[config.mk]
export PLATFORM = sky130hd
export DESIGN_NAME = qdr_burst_sram
export DESIGN_NICKNAME = d
export VERILOG_FILES = /design/src/rtl/qdr_pkg.sv /design/src/rtl/qdr_slot_ctrl.sv /design/src/rtl/qdr_wr_stage.sv /design/src/rtl/qdr_row_array.sv /design/src/rtl/qdr_rd_out.sv /design/src/rtl/qdr_burst_sram.sv
export SDC_FILE = /design/constraint.sdc
export NUM_CORES = 2
export LEC_CHECK = 0
export BUFFER_PORTS_ARGS = -buffer_cell sky130_fd_sc_hd__buf_2
export CAP_MARGIN = 25
export CORE_ASPECT_RATIO = 0.9
export CORE_MARGIN = 2
export CORE_UTILIZATION = 59
export CTS_BUF_LIST = sky130_fd_sc_hd__clkbuf_4
export DETAILED_ROUTE_END_ITERATION = 12
export PLACE_DENSITY = 0.78
export SETUP_SLACK_MARGIN = 0.1
export SYNTH_ARGS = -nofsm -noshare
export SYNTH_HDL_FRONTEND = slang
export SYNTH_SLANG_ARGS = --single-unit
[constraint.sdc]
create_clock -name clk -period 3.87 [get_ports clk]
set_clock_uncertainty 0.15 [all_clocks]
set_input_delay 0.1935 -clock clk [delete_from_list [all_inputs] [get_ports clk]]
set_output_delay 0.1935 -clock clk [all_outputs]
set_load 0.01 [all_outputs]
[src/rtl/qdr_pkg.sv]
package qdr_pkg;
  localparam int BYTE_W    = 8;
  localparam int BURST_LEN = 4;
  localparam int BEATS_CYC = 2;

  typedef enum logic {
    SLOT_RD = 1'b0,
    SLOT_WR = 1'b1
  } slot_e;
endpackage

[src/rtl/qdr_slot_ctrl.sv]
module qdr_slot_ctrl
  import qdr_pkg::*;
(
  input  logic  clk,
  input  logic  rst_n,
  input  logic  rd_sel_n,
  input  logic  wr_sel_n,
  output slot_e slot,
  output logic  rd_fire,
  output logic  wr_fire
);
  slot_e slot_q;

  always_ff @(posedge clk or negedge rst_n) begin
    if (!rst_n) slot_q <= SLOT_RD;
    else        slot_q <= (slot_q == SLOT_RD) ? SLOT_WR : SLOT_RD;
  end

  assign slot    = slot_q;
  assign rd_fire = (slot_q == SLOT_RD) && !rd_sel_n;
  assign wr_fire = (slot_q == SLOT_WR) && !wr_sel_n;
endmodule

[src/rtl/qdr_wr_stage.sv]
module qdr_wr_stage
  import qdr_pkg::*;
#(
  parameter int ADDR_W = 5,
  parameter int DATA_W = 16
) (
  input  logic                          clk,
  input  logic                          rst_n,
  input  logic                          wr_fire,
  input  logic [ADDR_W-1:0]             addr,
  input  logic [BEATS_CYC*DATA_W-1:0]   wdata,
  input  logic [BEATS_CYC*DATA_W/BYTE_W-1:0] wbe_n,
  output logic                          cm_en,
  output logic [ADDR_W-1:0]             cm_addr,
  output logic [BURST_LEN*DATA_W-1:0]   cm_data,
  output logic [BURST_LEN*DATA_W/BYTE_W-1:0] cm_mask_n
);
  localparam int HALF_W = BEATS_CYC * DATA_W;
  localparam int HALF_M = HALF_W / BYTE_W;

  logic              pend_q;
  logic [ADDR_W-1:0] addr_q;
  logic [HALF_W-1:0] head_q;
  logic [HALF_M-1:0] head_m_q;

  always_ff @(posedge clk or negedge rst_n) begin
    if (!rst_n) begin
      pend_q   <= 1'b0;
      addr_q   <= '0;
      head_q   <= '0;
      head_m_q <= '1;
    end else begin
      pend_q <= wr_fire;
      if (wr_fire) begin
        addr_q   <= addr;
        head_q   <= wdata;
        head_m_q <= wbe_n;
      end
    end
  end

  // The tail beats arrive in the cycle after the request and complete the row.
  assign cm_en     = pend_q;
  assign cm_addr   = addr_q;
  assign cm_data   = {wdata, head_q};
  assign cm_mask_n = {wbe_n, head_m_q};

  p_commit_follows_write_r4 : assert property (@(posedge clk) disable iff (!rst_n)
    wr_fire |=> (cm_en && cm_addr == $past(addr) && cm_data[HALF_W-1:0] == $past(wdata)));
endmodule

[src/rtl/qdr_row_array.sv]
module qdr_row_array
  import qdr_pkg::*;
#(
  parameter int ADDR_W = 5,
  parameter int DATA_W = 16
) (
  input  logic                          clk,
  input  logic                          cm_en,
  input  logic [ADDR_W-1:0]             cm_addr,
  input  logic [BURST_LEN*DATA_W-1:0]   cm_data,
  input  logic [BURST_LEN*DATA_W/BYTE_W-1:0] cm_mask_n,
  input  logic                          rd_fire,
  input  logic [ADDR_W-1:0]             rd_addr,
  output logic                          fwd_hit,
  output logic [BURST_LEN*DATA_W-1:0]   rd_row
);
  localparam int ROWS  = 1 << ADDR_W;
  localparam int ROW_W = BURST_LEN * DATA_W;
  localparam int ROW_M = ROW_W / BYTE_W;

  logic [ROW_W-1:0] mem [ROWS];
  logic [ROW_W-1:0] rd_src;
  logic [ROW_W-1:0] rd_merged;
  logic [ROW_W-1:0] wr_merged;

  function automatic logic [ROW_W-1:0] merge_row(
    input logic [ROW_W-1:0] old_r,
    input logic [ROW_W-1:0] new_r,
    input logic [ROW_M-1:0] keep_n
  );
    logic [ROW_W-1:0] res;
    for (int b = 0; b < ROW_M; b++)
      res[b*BYTE_W +: BYTE_W] = keep_n[b] ? old_r[b*BYTE_W +: BYTE_W]
                                          : new_r[b*BYTE_W +: BYTE_W];
    return res;
  endfunction

  assign fwd_hit   = cm_en && (cm_addr == rd_addr);
  assign rd_src    = mem[rd_addr];
  assign rd_merged = merge_row(rd_src, cm_data, cm_mask_n);
  assign wr_merged = merge_row(mem[cm_addr], cm_data, cm_mask_n);

  always_ff @(posedge clk) begin
    if (cm_en) mem[cm_addr] <= wr_merged;
  end

  always_ff @(posedge clk) begin
    if (rd_fire) rd_row <= fwd_hit ? rd_merged : rd_src;
  end
endmodule

[src/rtl/qdr_rd_out.sv]
module qdr_rd_out
  import qdr_pkg::*;
#(
  parameter int DATA_W = 16
) (
  input  logic                          clk,
  input  logic                          rst_n,
  input  logic                          rd_fire,
  input  logic [BURST_LEN*DATA_W-1:0]   rd_row,
  output logic [BEATS_CYC*DATA_W-1:0]   rdata,
  output logic                          rvalid
);
  localparam int HALF_W = BEATS_CYC * DATA_W;

  logic beat_lo_q;
  logic beat_hi_q;

  always_ff @(posedge clk or negedge rst_n) begin
    if (!rst_n) begin
      beat_lo_q <= 1'b0;
      beat_hi_q <= 1'b0;
    end else begin
      beat_lo_q <= rd_fire;
      beat_hi_q <= beat_lo_q;
    end
  end

  always_comb begin
    if (beat_lo_q)      rdata = rd_row[HALF_W-1:0];
    else if (beat_hi_q) rdata = rd_row[2*HALF_W-1:HALF_W];
    else                rdata = '0;
  end

  assign rvalid = beat_lo_q | beat_hi_q;
endmodule

[src/rtl/qdr_burst_sram.sv]
module qdr_burst_sram
  import qdr_pkg::*;
#(
  parameter int ADDR_W = 5,
  parameter int BYTES  = 2
) (
  input  logic                              clk,
  input  logic                              rst_n,
  input  logic                              rd_sel_n,
  input  logic                              wr_sel_n,
  input  logic [ADDR_W-1:0]                 addr,
  input  logic [BEATS_CYC*BYTES*BYTE_W-1:0] wdata,
  input  logic [BEATS_CYC*BYTES-1:0]        wbe_n,
  output logic [BEATS_CYC*BYTES*BYTE_W-1:0] rdata,
  output logic                              rvalid
);
  localparam int DATA_W = BYTES * BYTE_W;
  localparam int ROW_W  = BURST_LEN * DATA_W;
  localparam int ROW_M  = BURST_LEN * BYTES;

  slot_e              slot;
  logic               rd_fire;
  logic               wr_fire;
  logic               cm_en;
  logic [ADDR_W-1:0]  cm_addr;
  logic [ROW_W-1:0]   cm_data;
  logic [ROW_M-1:0]   cm_mask_n;
  logic               fwd_hit;
  logic [ROW_W-1:0]   rd_row;

  qdr_slot_ctrl u_slot (
    .clk      (clk),
    .rst_n    (rst_n),
    .rd_sel_n (rd_sel_n),
    .wr_sel_n (wr_sel_n),
    .slot     (slot),
    .rd_fire  (rd_fire),
    .wr_fire  (wr_fire)
  );

  qdr_wr_stage #(.ADDR_W(ADDR_W), .DATA_W(DATA_W)) u_wr (
    .clk       (clk),
    .rst_n     (rst_n),
    .wr_fire   (wr_fire),
    .addr      (addr),
    .wdata     (wdata),
    .wbe_n     (wbe_n),
    .cm_en     (cm_en),
    .cm_addr   (cm_addr),
    .cm_data   (cm_data),
    .cm_mask_n (cm_mask_n)
  );

  qdr_row_array #(.ADDR_W(ADDR_W), .DATA_W(DATA_W)) u_arr (
    .clk       (clk),
    .cm_en     (cm_en),
    .cm_addr   (cm_addr),
    .cm_data   (cm_data),
    .cm_mask_n (cm_mask_n),
    .rd_fire   (rd_fire),
    .rd_addr   (addr),
    .fwd_hit   (fwd_hit),
    .rd_row    (rd_row)
  );

  qdr_rd_out #(.DATA_W(DATA_W)) u_out (
    .clk     (clk),
    .rst_n   (rst_n),
    .rd_fire (rd_fire),
    .rd_row  (rd_row),
    .rdata   (rdata),
    .rvalid  (rvalid)
  );

  p_valid_after_read_r6 : assert property (@(posedge clk) disable iff (!rst_n)
    rd_fire |=> rvalid);

  p_valid_window_r6 : assert property (@(posedge clk) disable iff (!rst_n)
    rvalid |-> ($past(rd_fire) || $past(rd_fire, 2)));

  p_commit_in_read_slot_r4 : assert property (@(posedge clk) disable iff (!rst_n)
    cm_en |-> (slot == SLOT_RD));

  p_nop_no_commit_r8 : assert property (@(posedge clk) disable iff (!rst_n)
    (slot == SLOT_WR && wr_sel_n) |=> !cm_en);

  p_forward_only_on_commit_r7 : assert property (@(posedge clk) disable iff (!rst_n)
    fwd_hit |-> (slot == SLOT_RD));
endmodule

==> results.md <==
Status:
- The run finished with clean final reports.

CTS:
- The maximum count of clock buffers along a single path is 4.
- The H-tree level count is 6.
- Clock tree synthesis inserted a total of roughly 540 buffers.
- The root buffer selected by CTS is sky130_fd_sc_hd__clkbuf_4.
- TritonCTS built the clock tree.
- Gates resized during post-CTS repair numbered 0.
- The register clock-pin slew on the reported worst setup and hold paths is roughly 70 ps.
- The later pin in the worst-skew pair is clocked with a latency of around 1400 ps.
- The tree built by TritonCTS fans out to about 2,200 sinks.

Global route:
- The fraction of met2 tracks used by global routing is ~46%.
- The first-pass GRT wire length is roughly 320,000 um.
- The routing layer with the top usage in global route is met2.
- The overall global routing resource usage is roughly 31%.
- For met1 alone, demand over resource in global routing was 41.2%.
- The maximum number of pins on one net before global-route repair is 113.
- The number of antenna violations at the first check in global routing is 21.
- The met3 track utilization from global routing is a little under an eighth.
- The via count of the first global-routing pass is 47,500.
- Global routing finished with a remaining overflow of 0.

Floorplan:
- The initial utilization of the core area, before any placement, comes to about three fifths.
- The die covers 0.145 mm2.
- The count of pins on the block boundary is 78.
- The number of cell rows is 131.
- The die is 362 um tall.
- The floorplan die width is approximately 400 um.
- The area of the core is approximately 0.14 mm2.

Layout:
- Summing all non-filler instances in the final layout gives an area of roughly 0.097 mm2.
- The count of nets after finishing is just over 5,000.
- The final-layout fill cell count is 8,616.
- Of the cells placed in the final design, the portion with a size suffix greater than 1 is between 30% and 40%.
- Relative to the synthesized area, the layout overhead comes to 15.4%.

Worst hold path:
- The worst hold path terminates at u_arr.rd_row[15].
- In this run the worst hold path is classified as in2reg.
- The worst hold path begins at addr[4].
- The worst hold path was traced through 6 stages.

Yosys:
- The most used standard cell by instance count after synthesis is sky130_fd_sc_hd__edfxtp_1.
- Dividing the synthesized area by the synthesized cell count gives 20.3 um2.
- The number of nets produced by synthesis is roughly 4,200.
- The synthesis warning total is 0.
- By area the synthesized netlist is led by sky130_fd_sc_hd__edfxtp_1 (76%), sky130_fd_sc_hd__mux4_2 (11%), sky130_fd_sc_hd__mux2_2 (2.1%).
- The fraction of the yosys area taken by sequential cells is around three quarters.
- The number of flops mapped to enable cells by yosys is 2,112.
- Counting flops with an async set or reset pin after synthesis yields a share of 2.09%.
- In this run the cell area of the synthesized design comes to approximately 0.084 mm2.
- The distinct cell type count after synthesis is 43.
- Synthesis produced a netlist whose cell count is just over 4,000.
- The synthesized design spends more area on one cell type than any other, namely sky130_fd_sc_hd__edfxtp_1.
- After synthesis, the most frequently instantiated cells are sky130_fd_sc_hd__edfxtp_1 (2,112), sky130_fd_sc_hd__nor2_1 (437), sky130_fd_sc_hd__mux4_2 (394).
- Of the post-synthesis cell area, the dominant cell type holds between 70 and 80%.
- After synthesis the netlist holds a flip-flop and latch count of 2,157.
- Among all flip-flop cells after synthesis, the most frequent one is sky130_fd_sc_hd__edfxtp_1.

Place:
- Routability-driven placement finished with a final weighted congestion of 0.900.
- The post-detailed-placement half-perimeter wirelength is between 100,000 and 150,000 um.
- Port buffering added 77 buffers.
- The post-placement cell area is between 0.08 and 0.09 mm2.

Setup path:
- The startpoint of the worst register-to-register path is u_wr.cm_addr[0].
- The capture point of the worst reg-to-reg path is u_arr.mem[29][29].
- Measured in cells, the most critical reg-to-reg path has a length of 4.
- In this run the worst path has a maximum fanout of 18.
- For the worst setup path, the data arrival time is ~3300 ps.
- The kind of start point of the critical path is a flip-flop.
- The internal reg-to-reg setup slack is about 710 ps.
- The required time at the endpoint of the critical path is between 3000 and 4000 ps.
- The kind of end point of the critical path is a primary output.
- The critical path in this run is classified as reg2out.

Power and ir drop:
- Power spread over the standard cell area amounts to a little under 500 mW/mm2.
- The worst-case vdd ir drop is between 300 and 400 uV.
- For this design the static power due to leakage is 32.4 nW.
- The design draws around 47 mW.

Timing:
- Setup violations remaining at the end of the flow were counted as 0.
- Setup repair after global routing left no endpoint under its margin.
- Final hold analysis gives a worst-case slack of roughly 190 ps.
- The number of slew-limit violations in the final report is 0.
- The share of the clock period used by the worst path is a little over nine tenths.
- The slew at the pin with the worst max-slew slack is between 1000 and 1500 ps.
- The relative max-transition margin is between 20 and 30%.
- The final-report hold violation count is 0.
- Timing would allow up to about 270 MHz.
- The minimum period implied by the final worst setup slack is around 3700 ps.
- After routing, the total negative slack on setup checks comes to 0 ps.

Routing:
- The first detailed-routing pass took 10 iterations.
- The number of violations reported at the end of detailed-routing iteration 0 is around 7,000.
- Dividing the detail-routed wire length by the instance count gives 31.1 um.
- The final routed DRC violation total is 0.
- The via count is 47,400.
- The remaining antenna violation count is 0.
- After detailed routing, the total wire length is about 230,000 um.
- In the routed layout, each cell is associated on average with a via count of between 6 and 7.

Run:
- The max-cap check violation count is 0.
kinds of logic (layout without fill, tap and decap cells):
| kind of cell | after synthesis | in the layout | synth area share [%] |
|---|---|---|---|
| mux | 708 | 708 | 14.7 |
| xor+xnor | 5 | 5 | 0.0521 |
| other cells | 0 | 21 | 0 |
| simple gates | 525 | 525 | 2.49 |
| flops | 2157 | 2157 | 76.9 |
| compound gates | 485 | 485 | 4.23 |
| buf+inv | 264 | 1486 | 1.67 |
metrics by stage:
step | setup slack, ps | util [%] | cells
2_1_floorplan | 135 | - | 4144
3_3_place_gp | 790 | 62.7 | 6217
3_5_place_dp | 803 | 62.8 | 6226
4_1_cts | 258 | 68.3 | 7215
5_1_grt | 124 | 68.5 | 7237
6_report | 191 | 68.5 | 7249
repair_timing:
item                                    CTS  global route
hold buffers                            125             0
endpoints found under the hold margin  2107             0
setup buffers                             0             0
where the power goes:
part	switching [mW]	internal (mW)	leakage, nW
clock network	8.71	9.22	3.77
logic	1.76	1.12	9.11
registers	0.245	26.0	19.5
worst max-delay path by stage:
stage	startpoint	end	slack [ps]	depth (start not counted)
floorplan	u_slot.slot	u_arr.rd_row[0]	130	1
CTS	u_out.beat_lo_q	rdata[29]	260	4
detailed placement	addr[2]	u_arr.rd_row[46]	800	7
global placement	addr[2]	u_arr.rd_row[57]	790	6
global route	u_out.beat_hi_q	rdata[14]	120	3
finish	u_out.beat_lo_q	rdata[14]	190	3
metal layers:
layer	routed length [um]	share of wire [%]
met4	9790	4.3
met5	150	0.067
met1	79300	35
met3	32500	14
met2	104000	46
layout by cell type (no fill, tap or decap), drive strengths merged, types with 21 or more instances in the layout:
cell,Yosys,layout
dfrtp,41,41
dlygate4sd3,0,99
edfxtp,2112,2112
a221oi,56,56
a21oi,60,60
o221ai,64,64
a31oi,42,42
o21ai,90,90
buf,155,519
mux2,154,154
mux2i,152,152
clkbuf,106,745
clkinv,0,97
diode,0,21
a22o,141,141
nand2,46,46
nor2,437,437
mux4,402,402
critical path, cell delays in order, from the launching register on:
cell                      delay, ps
sky130_fd_sc_hd__dfrtp_2        420
sky130_fd_sc_hd__nor2b_4        670
sky130_fd_sc_hd__a22o_1         640
sky130_fd_sc_hd__buf_2          240
cell type report:
class,instances,area (um2),share of cell area (%)
multi-input combinational,1723,18100,18.7
tap,1862,2330,2.40
clock buffer,744,5590,5.76
inverter,3,13.8,0.0142
sequential,2157,64600,66.6
timing repair buffer,619,5660,5.84
antenna,21,52.6,0.0542
clock inverter,120,632,0.652
flip-flops by register name (all words and copies together), names as in the netlist:
signal,cells
u_arr.mem,2048
u_arr.rd_row,64
u_out.beat_hi_q,1
u_out.beat_lo_q,1
u_slot.slot,1
u_wr.cm_addr,5
u_wr.cm_en,1
u_wr.head_m_q,4
u_wr.head_q,32
(Power assumes the default switching activity.)
